$ cat config.mk
export PLATFORM = sky130hd
export DESIGN_NAME = cmap_top
export DESIGN_NICKNAME = d
export VERILOG_FILES = /design/src/rtl/cmap_pkg.sv /design/src/rtl/cmap_grouper.sv /design/src/rtl/cmap_rom.sv /design/src/rtl/cmap_ostage.sv /design/src/rtl/cmap_top.sv
export SDC_FILE = /design/constraint.sdc
export NUM_CORES = 1
export LEC_CHECK = 0
export CORE_MARGIN = 4
export CORE_UTILIZATION = 25
export CTS_BUF_LIST = sky130_fd_sc_hd__clkbuf_16
export DETAILED_ROUTE_END_ITERATION = 10
export GPL_TIMING_DRIVEN = 0
export PLACE_DENSITY_LB_ADDON = 0.15
export SLEW_MARGIN = 20
export SYNTH_ARGS = -nofsm -noshare
export SYNTH_HDL_FRONTEND = slang
export SYNTH_SLANG_ARGS = --single-unit
$ cat constraint.sdc
create_clock -name clk -period 3.7 [get_ports clk]
set_clock_uncertainty 0.05 [all_clocks]
set_input_delay 0.74 -clock clk [delete_from_list [all_inputs] [get_ports clk]]
set_output_delay 0.74 -clock clk [all_outputs]
set_load 0.1 [all_outputs]
$ cat src/rtl/cmap_pkg.sv
// Package: shared mode encoding and helper functions for the constellation mapper.
// Assumes at most six bits per symbol (64-QAM).
package cmap_pkg;

    typedef enum logic [1:0] {
        MODE_BPSK  = 2'd0,
        MODE_QPSK  = 2'd1,
        MODE_QAM16 = 2'd2,
        MODE_QAM64 = 2'd3
    } cmap_mode_e;

    localparam int MAX_BITS = 6;
    localparam int CNT_W    = $clog2(MAX_BITS + 1);
    localparam int N_MODES  = 4;

    // Number of serial bits that form one symbol in a mode.
    function automatic int bits_of(logic [1:0] m);
        case (m)
            2'd0:    return 1;
            2'd1:    return 2;
            2'd2:    return 4;
            default: return 6;
        endcase
    endfunction

    // Odd amplitude level for a Gray-coded axis code of width m (0 when m is 0).
    function automatic int gray_level(int code, int m);
        int n;
        int prev;
        n    = 0;
        prev = 0;
        for (int b = m - 1; b >= 0; b--) begin
            prev = prev ^ ((code >> b) & 1);
            n    = (n << 1) | prev;
        end
        return 2 * n - ((1 << m) - 1);
    endfunction

endpackage

$ cat src/rtl/cmap_grouper.sv
// Module: serial bit grouper.
// Shifts accepted bits in MSB-first and counts them against the bit count of the
// active mode. It pulses grp_fire with the full symbol address when the final bit
// is accepted. The mode is latched only at a symbol boundary.
// Assumes in_ready comes from the output stage and stays high whenever a pulse can be absorbed.
module cmap_grouper
    import cmap_pkg::*;
(
    input  logic                clk,
    input  logic                rst_n,
    input  logic [1:0]          mode_sel,
    input  logic                bit_valid,
    input  logic                bit_data,
    input  logic                in_ready,
    output logic                grp_fire,
    output logic [MAX_BITS-1:0] grp_addr,
    output logic [1:0]          grp_mode
);

    logic [CNT_W-1:0]    cnt;
    logic [MAX_BITS-2:0] shreg;
    logic [1:0]          cur_mode;
    logic [1:0]          eff_mode;
    logic [CNT_W-1:0]    need;
    logic                accept;

    // Mode in force for this bit: a new select applies only with no bits pending.
    always_comb begin
        eff_mode = (cnt == '0) ? mode_sel : cur_mode;
        need     = CNT_W'(bits_of(eff_mode));
        accept   = bit_valid && in_ready;
        grp_fire = accept && ((cnt + 1'b1) == need);
        grp_addr = {shreg, bit_data};
        grp_mode = eff_mode;
    end

    // Bit count, shift register and mode latch.
    always_ff @(posedge clk) begin
        if (!rst_n) begin
            cnt      <= '0;
            shreg    <= '0;
            cur_mode <= MODE_BPSK;
        end else begin
            cur_mode <= eff_mode;
            if (accept) begin
                shreg <= {shreg[MAX_BITS-3:0], bit_data};
                cnt   <= grp_fire ? '0 : cnt + 1'b1;
            end
        end
    end

    AST_CNT_RANGE: assert property (@(posedge clk) disable iff (!rst_n)
        cnt < CNT_W'(bits_of(cur_mode)));
    AST_MODE_HELD: assert property (@(posedge clk) disable iff (!rst_n)
        (cnt != '0) |=> (cur_mode == $past(cur_mode)));
    AST_STALL_NO_COUNT: assert property (@(posedge clk) disable iff (!rst_n)
        !in_ready |=> $stable(cnt));

endmodule

$ cat src/rtl/cmap_rom.sv
// Module: one mode's lookup table.
// Entry a holds {I, Q}. I comes from the upper ceil(ADDR_W/2) address bits and Q
// from the lower floor(ADDR_W/2) bits, each Gray-decoded to an odd level and
// multiplied by UNIT. Assumes UNIT*(2^ceil(ADDR_W/2)-1) fits in SAMPLE_W signed bits.
module cmap_rom
    import cmap_pkg::*;
#(
    parameter int ADDR_W   = 2,
    parameter int SAMPLE_W = 8,
    parameter int UNIT     = 45
) (
    input  logic [ADDR_W-1:0]     addr,
    output logic [2*SAMPLE_W-1:0] entry
);

    localparam int DEPTH  = 1 << ADDR_W;
    localparam int Q_BITS = ADDR_W / 2;
    localparam int I_BITS = ADDR_W - Q_BITS;

    logic [2*SAMPLE_W-1:0] table_q [DEPTH];

    // Fill every entry from the Gray level rule at elaboration.
    for (genvar a = 0; a < DEPTH; a++) begin : g_ent
        localparam int LI = gray_level(a >> Q_BITS, I_BITS) * UNIT;
        localparam int LQ = gray_level(a & ((1 << Q_BITS) - 1), Q_BITS) * UNIT;
        localparam logic [31:0] VI = LI;
        localparam logic [31:0] VQ = LQ;
        assign table_q[a] = {VI[SAMPLE_W-1:0], VQ[SAMPLE_W-1:0]};
    end

    // Table read by symbol address.
    assign entry = table_q[addr];

endmodule

$ cat src/rtl/cmap_ostage.sv
// Module: output register with valid/ready handshake.
// It captures the looked-up entry on a grouper pulse and holds the entry while
// the downstream stalls. It gives the input side a ready that never lets a pulse
// overwrite an unconsumed pair.
module cmap_ostage #(
    parameter int ENTRY_W = 16
) (
    input  logic               clk,
    input  logic               rst_n,
    input  logic               fire,
    input  logic [ENTRY_W-1:0] entry,
    input  logic               out_ready,
    output logic               out_valid,
    output logic [ENTRY_W-1:0] out_entry,
    output logic               in_ready
);

    // Room exists when empty or when the held pair leaves this cycle.
    assign in_ready = !out_valid || out_ready;

    // Load on a new symbol, clear once consumed.
    always_ff @(posedge clk) begin
        if (!rst_n) begin
            out_valid <= 1'b0;
            out_entry <= '0;
        end else if (fire) begin
            out_valid <= 1'b1;
            out_entry <= entry;
        end else if (out_ready) begin
            out_valid <= 1'b0;
        end
    end

    AST_HOLD_STABLE: assert property (@(posedge clk) disable iff (!rst_n)
        (out_valid && !out_ready) |=> (out_valid && $stable(out_entry)));
    AST_FIRE_VALID: assert property (@(posedge clk) disable iff (!rst_n)
        fire |=> out_valid);
    AST_NO_OVERWRITE: assert property (@(posedge clk) disable iff (!rst_n)
        fire |-> in_ready);

endmodule

$ cat src/rtl/cmap_top.sv
// Module: multi-mode constellation mapper top.
// Groups serial bits per mode, reads the table of the latched mode and presents
// {I, Q} on a valid/ready stream. Assumes the per-mode scale factors keep every
// level inside SAMPLE_W signed bits.
module cmap_top
    import cmap_pkg::*;
#(
    parameter int SAMPLE_W    = 8,
    parameter int UNIT_BPSK   = 64,
    parameter int UNIT_QPSK   = 45,
    parameter int UNIT_QAM16  = 20,
    parameter int UNIT_QAM64  = 10
) (
    input  logic                clk,
    input  logic                rst_n,
    input  logic [1:0]          mode_sel,
    input  logic                bit_valid,
    input  logic                bit_data,
    output logic                bit_ready,
    output logic                iq_valid,
    output logic [SAMPLE_W-1:0] iq_i,
    output logic [SAMPLE_W-1:0] iq_q,
    input  logic                iq_ready
);

    localparam int ENTRY_W = 2 * SAMPLE_W;
    localparam int UNITS [N_MODES] = '{UNIT_BPSK, UNIT_QPSK, UNIT_QAM16, UNIT_QAM64};

    logic                grp_fire;
    logic [MAX_BITS-1:0] grp_addr;
    logic [1:0]          grp_mode;
    logic                in_ready;
    logic [ENTRY_W-1:0]  entries [N_MODES];
    logic [ENTRY_W-1:0]  sel_entry;
    logic [ENTRY_W-1:0]  out_entry;

    cmap_grouper u_grouper (
        .clk       (clk),
        .rst_n     (rst_n),
        .mode_sel  (mode_sel),
        .bit_valid (bit_valid),
        .bit_data  (bit_data),
        .in_ready  (in_ready),
        .grp_fire  (grp_fire),
        .grp_addr  (grp_addr),
        .grp_mode  (grp_mode)
    );

    // One table per mode, each addressed by that mode's symbol width.
    for (genvar m = 0; m < N_MODES; m++) begin : g_rom
        localparam int AW = bits_of(m[1:0]);
        cmap_rom #(
            .ADDR_W   (AW),
            .SAMPLE_W (SAMPLE_W),
            .UNIT     (UNITS[m])
        ) u_rom (
            .addr  (grp_addr[AW-1:0]),
            .entry (entries[m])
        );
    end

    // Pick the table of the mode that formed this symbol.
    assign sel_entry = entries[grp_mode];

    cmap_ostage #(
        .ENTRY_W (ENTRY_W)
    ) u_ostage (
        .clk       (clk),
        .rst_n     (rst_n),
        .fire      (grp_fire),
        .entry     (sel_entry),
        .out_ready (iq_ready),
        .out_valid (iq_valid),
        .out_entry (out_entry),
        .in_ready  (in_ready)
    );

    // Split the held entry into its signed fields.
    assign iq_i      = out_entry[ENTRY_W-1:SAMPLE_W];
    assign iq_q      = out_entry[SAMPLE_W-1:0];
    assign bit_ready = in_ready;

    AST_RESET_EMPTY: assert property (@(posedge clk)
        !rst_n |=> !iq_valid);

endmodule

==> results of run 1 <==
-- metal layers --
metal	global-route usage, %	up-vias	wire length, um
li1	-	683	-
met1	15.7	600	2020
met2	17.0	20	1740
met3	1.51	5	90
met4	5.44	0	85
met5	0	-	0
-- layout make-up --
type                            count  area, sq um  share of cell area (%)
Tap cell                           75         93.8                    4.74
Inverter                            8         30.0                    1.52
Clock inverter                      1         3.75                   0.190
Sequential cell                    26          520                    26.3
Clock buffer                        3         75.1                    3.79
Buffer                             12         60.1                    3.03
Multi-Input combinational cell    134          967                    48.8
Timing Repair Buffer               23          230                    11.6
-- flip-flops by register name, indices dropped and copies added, names as in the netlist --
register,cells
u_grouper.cnt,3
u_grouper.cur_mode,2
u_grouper.shreg,5
u_ostage.out_entry,15
u_ostage.out_valid,1
-- power groups by stage --
| stage | sequential [uW] | combinational, uW | clock (uW) |
|---|---|---|---|
| global placement | 327 | 377 | 0 |
| CTS | 321 | 378 | 258 |
| detailed placement | 328 | 377 | 0 |
| floorplan | 462 | 153 | 0 |
| finish | 321 | 373 | 247 |
| global route | 324 | 401 | 267 |
-- cell families (layout without fill, tap and decap cells) --
group | Yosys count | count (layout) | synth area share, %
AND/OR/NAND/NOR | 58 | 58 | 18.4
AO/OA/AOI/OAI | 49 | 49 | 22.7
flip-flops | 26 | 26 | 33.0
buffers and inverters | 20 | 47 | 5.71
adder cells (fa/ha/maj) | 12 | 12 | 9.52
multiplexers | 8 | 8 | 6.82
XOR/XNOR | 7 | 7 | 3.89
-- worst max-delay path: stages --
cell and delay [ns]:
clkdlybuf4s50_1 0.45, nand2b_1 0.15, clkdlybuf4s50_1 1.15
-- stage by stage --
stage               area (sq um)  worst slack, ns  instances
finish                      1980            0.426        282
CTS                         1980            0.417        282
global route                1980            0.369        282
floorplan                   1580            0.724        180
global placement            1900            0.424        278
detailed placement          1900            0.417        278
-- placed cells by master, fill, tap and decap left out, types with 2 or more instances in the layout --
cell type / Yosys / layout
xnor2_1: 3 / 3
nand3_1: 5 / 5
clkbuf_16: 0 / 3
mux2_2: 2 / 2
a211oi_1: 3 / 3
mux2i_1: 4 / 4
o211a_1: 9 / 9
clkdlybuf4s50_1: 0 / 23
buf_4: 2 / 2
o21ai_0: 8 / 8
nand2b_1: 2 / 2
xor2_1: 4 / 4
inv_1: 8 / 8
a21boi_0: 7 / 7
ha_1: 12 / 12
clkbuf_1: 9 / 9
o211ai_1: 5 / 5
dfxtp_1: 26 / 26
nor2b_1: 3 / 3
a21oi_1: 10 / 10
nand2_1: 24 / 24
nor2_1: 9 / 9
and2_1: 5 / 5
-- final timing paths --
path	depth (start not counted)	startpoint	slack [ns]	end
max	3	iq_ready	0.43	bit_ready
min	2	u_ostage.out_entry[14]$_SDFFE_PN0P_	0.42	u_ostage.out_entry[14]$_SDFFE_PN0P_
max reg2reg	10	u_grouper.cnt[0]$_SDFFE_PN0P_	0.95	u_ostage.out_entry[5]$_SDFFE_PN0P_
min reg2reg	2	u_ostage.out_entry[14]$_SDFFE_PN0P_	0.42	u_ostage.out_entry[14]$_SDFFE_PN0P_
-- synth_stat cells, drive strengths merged, types with 4 or more instances --
cell	instances
a21boi	8
clkbuf	9
o21ai	8
o211a	9
nand3	5
and2	5
nor2	9
nand2	24
inv	8
xor2	4
dfxtp	26
ha	12
a21oi	11
mux2i	5
o211ai	5
==> results.yml, run 1 <==
run_status:
  status: "completed"
pwr:
  p_sw_uw: 379
  power_frac_comb_pct: 39.7
  irDropWorstVdd_mv: 0.182
  internal_power_uw: 562
  p_sw_share_pct: 40.3
  p_leak_uw: 0.000818
  p_per_area_nw_per_um2: 475
  power_uw: 941
  clkPwrFrac_pct: 26.3
  seqPwrFrac_pct: 34.1
global_route:
  grt_pass1_wl_mm: 6.65
  grt_start_max_net_pins: 15
  gr-total-overflow: 0
  antenna_found_initial: 0
  grt_pass1_vias: 1309
  grtUsageTotal_pct: 11.3
worst_setup_path:
  crit_arrival_ns: 2.48
  end_kind: "output pin"
  crit_fanout: 4
  path_class: "primary input to output pin"
  cp-start-kind: "primary input"
  cp.required_ns: 2.91
synth:
  synth_area_leaders: "dfxtp_1, ha_1, o211a_1"
  synth_area_sq_um: 1580
  yosysTopAreaCellShare_pct: 33.0
  synthCells: 180
  syn_avg_cell_area_sq_um: 8.77
  ys_types: 41
  synth.net_count: 199
  synthArstFlopShare_pct: 0
  ys_warn_count: 0
  ys_seq_area_share_pct: 33.0
  synth-edff-count: 0
  yosys.area.top_type: "dfxtp_1"
  synth-seq-cells: 26
  synth-main-ff-cell: "dfxtp_1"
clocking:
  cts_tree: "yes"
  htreeDepth: 1
  cts_resized: 0
  postCtsHoldBufs: 0
  tritoncts.num_buffers: 3
  cts-root-buf: "clkbuf_16"
  path_clk_slew_ns: 0.06
  cts_sinks: 26
  cts_buffer_depth: 2
  cts_setup_buffers: 0
  clk_latency_ns: 0.26
layout:
  nFillCells: 650
  area.growth.synth_to_final_pct: 25.5
  final_core_util_pct: 32.9
  fin_nets: 227
  diodes: 0
  drive_gt1_share_pct: 7.25
sta:
  hold_viol: 0
  max_slew_margin_pct: 34.8
  finalCriticalPeriod_ns: 3.27
  fmax_mhz: 305
  fin_setup_tns_ns: 0
  tightest_slew_ns: 0.951
  worst_hold_slack_ns: 0.419
  rsz0062_at_grt: "false"
  setup_viol: 0
  finalCritPeriodShare_pct: 88.5
  maxSlewViolCount: 0
placed_design:
  io_buffers: 23
  place_congestion: 0.768
  place_hpwl_mm: 2.88
job:
  maxCapViolCount: 0
die:
  die_area_sq_um: 7650
  die_h_um: 87.4
  fp.dieW_um: 87.4
  rows: 28
  core_area_sq_um: 6030
  initial_core_util_pct: 26.2
  io_pins: 25
detailed_routing:
  drc: 0
  detail-route-antenna-nets: 0
  firstDrtPassIters: 4
  dr_total_vias: 1308
  wl_mm: 3.93
  drt-wirelength-per-cell_um: 13.9
  viasPerCell: 4.64
  drt_iter0_markers: 101
hold_path:
  hold_class: "flip-flop to flip-flop"
No activity file was read; power rests on OpenSTA's default activity.
==> inputs of run 2 (changes only) <==
- CORE_ASPECT_RATIO: unset -> 0.5
- CORE_UTILIZATION: 25 -> 47
==> results.yml, run 2 (synthesis results as in run 1) <==
run_status:
  status: "completed"
pwr:
  p_per_area_nw_per_um2: 516
  clkPwrFrac_pct: 31.3
  power_frac_comb_pct: 36.9
  internal_power_uw: 632
  p_leak_uw: 0.000830
  p_sw_uw: 380
  p_sw_share_pct: 37.5
  irDropWorstVdd_mv: 0.375
  seqPwrFrac_pct: 31.8
hold_path:
  hp-start: "u_ostage.out_entry[14]$_SDFFE_PN0P_"
  hold_class: "flip-flop to flip-flop"
layout:
  layout_common_cells: "dfxtp_1, nand2_1, clkdlybuf4s50_1, ha_1, a21oi_1"
  diodes: 0
  reg_top3: "u_ostage.out_entry x15, u_grouper.shreg x5, u_grouper.cnt x3"
  layout_commonest_cell: "dfxtp_1"
  area.growth.synth_to_final_pct: 24.4
  drive_gt1_share_pct: 7.73
  fin_nets: 227
  largest-register: "u_ostage.out_entry"
  largest_reg_flops: 15
die:
  die_h_um: 49.0
  die_area_sq_um: 4400
  fp.dieW_um: 89.9
  io_pins: 25
  core_area_sq_um: 3100
  rows: 14
  initial_core_util_pct: 50.9
detailed_routing:
  drt_iter0_markers: 77
  firstDrtPassIters: 4
  dr_total_vias: 1377
  detail-route-antenna-nets: 0
  viasPerCell: 5.57
  wl_mm: 3.66
  drt-wirelength-per-cell_um: 14.8
  drc: 0
worst_setup_path:
  rr_endpoint: "u_ostage.out_entry[5]$_SDFFE_PN0P_"
  end_kind: "output pin"
  critPathSlowestCell: "clkdlybuf4s50_1"
  critical_path.most_common_cell: "clkdlybuf4s50_1"
  crit_fanout: 4
  cp-start-kind: "primary input"
  reg2reg_slack_ns: 0.96
  path_class: "primary input to output pin"
  reg2reg_depth: 10
  crit_arrival_ns: 2.49
  cp.required_ns: 2.91
  endpoint: "bit_ready"
  crit_buf_inv: 2
  critPathLaunch: "iq_ready"
  r2r_start: "u_grouper.cnt[0]$_SDFFE_PN0P_"
  slowest_delay_ns: 1.15
  worstPathCellList: "clkdlybuf4s50_1 > nand2b_1 > clkdlybuf4s50_1"
  worstSetupPathDepth: 3
  cpLargestDelayFamily: "buffers and inverters"
sta:
  max_slew_margin_pct: 34.5
  hold_viol: 0
  fin_setup_tns_ns: 0
  setup_viol: 0
  fmax_mhz: 304
  final.setup.worst_slack_ns: 0.416
  finalCritPeriodShare_pct: 88.8
  rsz0062_at_grt: "false"
  worst_hold_slack_ns: 0.425
  maxSlewViolCount: 0
  tightest_slew_ns: 0.979
  finalCriticalPeriod_ns: 3.28
global_route:
  grtUsageTotal_pct: 16.7
  gr-total-overflow: 0
  grt_pass1_vias: 1285
  grt_pass1_wl_mm: 5.97
  grt_start_max_net_pins: 16
  antenna_found_initial: 0
clocking:
  clk_latency_ns: 0.26
  cts-root-buf: "clkbuf_16"
  cts_sinks: 26
  cts_setup_buffers: 0
  cts_tree: "yes"
  cts_buffer_depth: 2
  cts_resized: 0
  htreeDepth: 1
  path_clk_slew_ns: 0.06
  postCtsHoldBufs: 0
  tritoncts.num_buffers: 3
placed_design:
  place_hpwl_mm: 2.57
  io_buffers: 23
  pre_cts_slack_ns: 0.411
  place_congestion: 0.854
job:
  maxCapViolCount: 0
[run 2: changes by cell type in the layout (fill, tap and decap cells not counted)]
cell	delta
bufinv_16	+1
clkinv_1	-1
[run 2: through the flow]
step	area [sq um]	power (uW)	util, %	std cells
2_1_floorplan	1580	615	-	180
5_1_grt	1960	1050	63.3	247
4_1_cts	1960	1020	63.3	247
6_report	1960	1010	63.3	247
3_3_place_gp	1860	695	59.9	243
3_5_place_dp	1860	698	59.9	243
[run 2: final cells by class]
cell class                      instances  area, sq um
Fill cell                             265         1140
Multi-Input combinational cell        134          967
Sequential cell                        26          520
Timing Repair Buffer                   23          230
Clock buffer                            3         75.1
Buffer                                 12         60.1
Tap cell                               40         50.0
Clock inverter                          1         30.0
Inverter                                8         30.0
[run 2: routing by layer]
metal	routed length [um]	GRT usage, %	up-vias
li1	-	-	682
met1	1880	22.7	652
met2	1520	25.9	39
met3	227	5.70	4
met4	34	3.30	0
met5	0	0	-
[run 2: how the worst min path moves through the flow]
stage               slack [ns]  cells after the start                                   to
detailed placement        0.42                      2  u_ostage.out_entry[14]$_SDFFE_PN0P_
CTS                       0.43                      2  u_ostage.out_entry[14]$_SDFFE_PN0P_
finish                    0.43                      2  u_ostage.out_entry[14]$_SDFFE_PN0P_
global placement          0.41                      2  u_ostage.out_entry[14]$_SDFFE_PN0P_
floorplan                 0.44                      2      u_grouper.shreg[4]$_SDFFE_PN0P_
global route              0.46                      2  u_ostage.out_entry[14]$_SDFFE_PN0P_
[run 2: power by group through the flow]
stage / combinational [uW] / sequential [uW] / clock [uW]
global placement: 368 / 327 / 0
finish: 374 / 321 / 317
CTS: 374 / 321 / 323
floorplan: 153 / 462 / 0
detailed placement: 371 / 327 / 0
global route: 397 / 325 / 330
[run 2: worst reg2reg max path, delay by kind of cell (launching register included)]
family / cells / cell delay (ns)
buf+inv: 2 / 0.28
mux: 1 / 0.40
compound gates: 3 / 0.57
xor+xnor: 1 / 0.14
simple gates: 2 / 0.54
fa+ha+maj: 1 / 0.23
flops: 1 / 0.43
==> inputs of run 3 (changes only) <==
- ABC_AREA: unset -> 1
==> results.yml, run 3 <==
run_status:
  status: "completed"
pwr:
  p_per_area_nw_per_um2: 551
  internal_power_uw: 603
  p_leak_uw: 0.000917
  p_sw_uw: 490
  seqPwrFrac_pct: 30.3
  irDropWorstVdd_mv: 0.235
  p_sw_share_pct: 44.8
  clkPwrFrac_pct: 21.5
  power_frac_comb_pct: 48.2
synth:
  synth_top_family_by_area: "simple AND/OR/NAND/NOR gates"
  synth-seq-cells: 26
  synth_area_leaders: "dfxtp_1, nand2_1, nand3_1"
  synthSimpleGateAreaFrac_pct: 34.4
  synth-main-ff-cell: "dfxtp_1"
  synthCells: 237
  ys_seq_area_share_pct: 32.0
  ys_warn_count: 0
  yosys.area.top_type: "dfxtp_1"
  synthMuxAreaShare_pct: 0
  synth_compound_area_share_pct: 13.0
  yosysTopAreaCellShare_pct: 32.0
  ys_types: 25
  synthArstFlopShare_pct: 0
  synth_xor_area_share_pct: 2.69
  synth.net_count: 256
  yosysMostFrequentCell: "nand2_1"
  synth_area_sq_um: 1630
  synth_fa_ha_area_share_pct: 9.22
  synth-edff-count: 0
  yosys-top-cells-count: "nand2_1, nand3_1, nor2_1, dfxtp_1, a21oi_1"
  syn_avg_cell_area_sq_um: 6.87
layout:
  reg_top3: "u_ostage.out_entry x15, u_grouper.shreg x5, u_grouper.cnt x3"
  layout_common_cells: "nand2_1, nand3_1, nor2_1, dfxtp_1"
  fin_nets: 284
  nFillCells: 284
  largest_reg_flops: 15
  layout_commonest_cell: "nand2_1"
  largest-register: "u_ostage.out_entry"
  drive_gt1_share_pct: 7.60
  diodes: 0
  area.growth.synth_to_final_pct: 21.8
sta:
  fin_setup_tns_ns: 0
  rsz0062_at_grt: "false"
  finalCriticalPeriod_ns: 3.23
  maxSlewViolCount: 0
  max_slew_margin_pct: 35.0
  fmax_mhz: 309
  finalCritPeriodShare_pct: 87.4
  tightest_slew_ns: 0.971
  hold_viol: 0
  worst_hold_slack_ns: 0.414
  setup_viol: 0
die:
  io_pins: 25
  rows: 14
  initial_core_util_pct: 51.6
  die_h_um: 49.6
  fp.dieW_um: 91.2
  core_area_sq_um: 3150
  die_area_sq_um: 4530
global_route:
  grtUsageTotal_pct: 17.2
  grt_start_max_net_pins: 14
  gr-total-overflow: 0
  grt_pass1_vias: 1387
  antenna_found_initial: 0
  grt_pass1_wl_mm: 6.42
worst_setup_path:
  cpLargestDelayFamily: "buffers and inverters"
  r2r_start: "u_grouper.cnt[0]$_SDFFE_PN0P_"
  critPathLaunch: "iq_ready"
  path_class: "primary input to output pin"
  reg2reg_slack_ns: 1.63
  critical_path.most_common_cell: "clkdlybuf4s50_1"
  worstPathCellList: "clkdlybuf4s50_1 > inv_1 > nand2_1 > clkdlybuf4s50_1"
  endpoint: "bit_ready"
  crit_buf_inv: 3
  crit_arrival_ns: 2.44
  crit_fanout: 2
  end_kind: "output pin"
  cp.required_ns: 2.91
  rr_endpoint: "u_ostage.out_entry[10]$_SDFFE_PN0P_"
  critPathSlowestCell: "clkdlybuf4s50_1"
  reg2reg_depth: 10
  worstSetupPathDepth: 4
  cp-start-kind: "primary input"
  slowest_delay_ns: 1.13
clocking:
  path_clk_slew_ns: 0.06
  tritoncts.num_buffers: 3
  htreeDepth: 1
  cts_setup_buffers: 0
  postCtsHoldBufs: 0
  cts_tree: "yes"
  clk_latency_ns: 0.26
  cts_sinks: 26
  cts_buffer_depth: 2
  cts_resized: 0
  cts-root-buf: "clkbuf_16"
detailed_routing:
  detail-route-antenna-nets: 0
  dr_total_vias: 1593
  wl_mm: 3.73
  drt_iter0_markers: 90
  drt-wirelength-per-cell_um: 12.3
  drc: 0
  firstDrtPassIters: 4
  viasPerCell: 5.26
placed_design:
  place_hpwl_mm: 2.79
  place_congestion: 0.886
  io_buffers: 23
job:
  maxCapViolCount: 0
hold_path:
  hold_class: "flip-flop to flip-flop"
==> run 3: cell types whose count changed after synthesis, sizes merged, moves of 7 or more <==
| cell | delta |
|---|---|
| a21oi | +12 |
| nor2 | +22 |
| a21boi | -7 |
| nand3 | +27 |
| inv | +10 |
| nand2 | +36 |
| o211a | -9 |
==> run 3: metal layers <==
layer  vias to the layer above  share of wire (%)  global-route usage, %
met1                       727                 51                   23.5
met3                         4                5.7                   4.71
li1                        822                  -                      -
met2                        40                 43                   27.6
met4                         0               0.59                   3.00
met5                         -                  0                      0
==> run 3: worst min-delay path by stage <==
stage | start | to | slack, ns | cells past startpoint
2_1_floorplan | u_grouper.cnt[0]$_SDFFE_PN0P_ | u_grouper.cnt[0]$_SDFFE_PN0P_ | 0.45 | 2
5_1_grt | u_ostage.out_entry[2]$_SDFFE_PN0P_ | u_ostage.out_entry[2]$_SDFFE_PN0P_ | 0.43 | 2
6_report | u_ostage.out_entry[2]$_SDFFE_PN0P_ | u_ostage.out_entry[2]$_SDFFE_PN0P_ | 0.41 | 2
3_3_place_gp | u_ostage.out_entry[2]$_SDFFE_PN0P_ | u_ostage.out_entry[2]$_SDFFE_PN0P_ | 0.40 | 2
3_5_place_dp | u_ostage.out_entry[2]$_SDFFE_PN0P_ | u_ostage.out_entry[2]$_SDFFE_PN0P_ | 0.41 | 2
4_1_cts | u_ostage.out_entry[2]$_SDFFE_PN0P_ | u_ostage.out_entry[2]$_SDFFE_PN0P_ | 0.42 | 2
==> run 3: logic make-up (layout without fill, tap and decap cells) <==
group	count (synthesis)	in the layout
compound gates	40	40
simple gates	125	125
flops	26	26
fa+ha+maj	12	12
xor+xnor	5	5
buf+inv	29	55
==> run 3: final cells by class <==
cell class                 count  area (sq um)  area share, %
multi-input combinational    182           966           48.7
sequential                    26           520           26.2
timing repair buffer          23           230           11.6
clock buffer                   3          75.1           3.79
inverter                      19          73.8           3.72
buffer                        10          67.6           3.41
tap                           40          50.0           2.52
==> run 3: worst reg2reg max path: cells and delay by family, from the launching register on <==
family / cells / cell delay (ns)
AND/OR/NAND/NOR: 7 / 0.94
flip-flops: 1 / 0.38
adder cells (fa/ha/maj): 1 / 0.27
AO/OA/AOI/OAI: 1 / 0.24
buffers and inverters: 1 / 0.09
==> run 3: metrics by stage <==
stage | cells | total power, uW | area (sq um) | util (%) | setup WS [ns]
after floorplan | 237 | 754 | 1630 | - | 1.13
after global placement | 300 | 855 | 1910 | 60.5 | 0.473
after detailed placement | 300 | 862 | 1910 | 60.5 | 0.467
after CTS | 303 | 1100 | 1980 | 62.9 | 0.456
after global routing | 303 | 1170 | 1980 | 62.9 | 0.403
final | 303 | 1090 | 1980 | 62.9 | 0.467
==> run 3: power by group through the flow <==
stage,clock network (uW),registers (uW),logic (uW)
2_1_floorplan,0,484,270
3_3_place_gp,0,337,518
3_5_place_dp,0,338,524
4_1_cts,241,332,526
5_1_grt,258,336,572
6_report,235,332,527
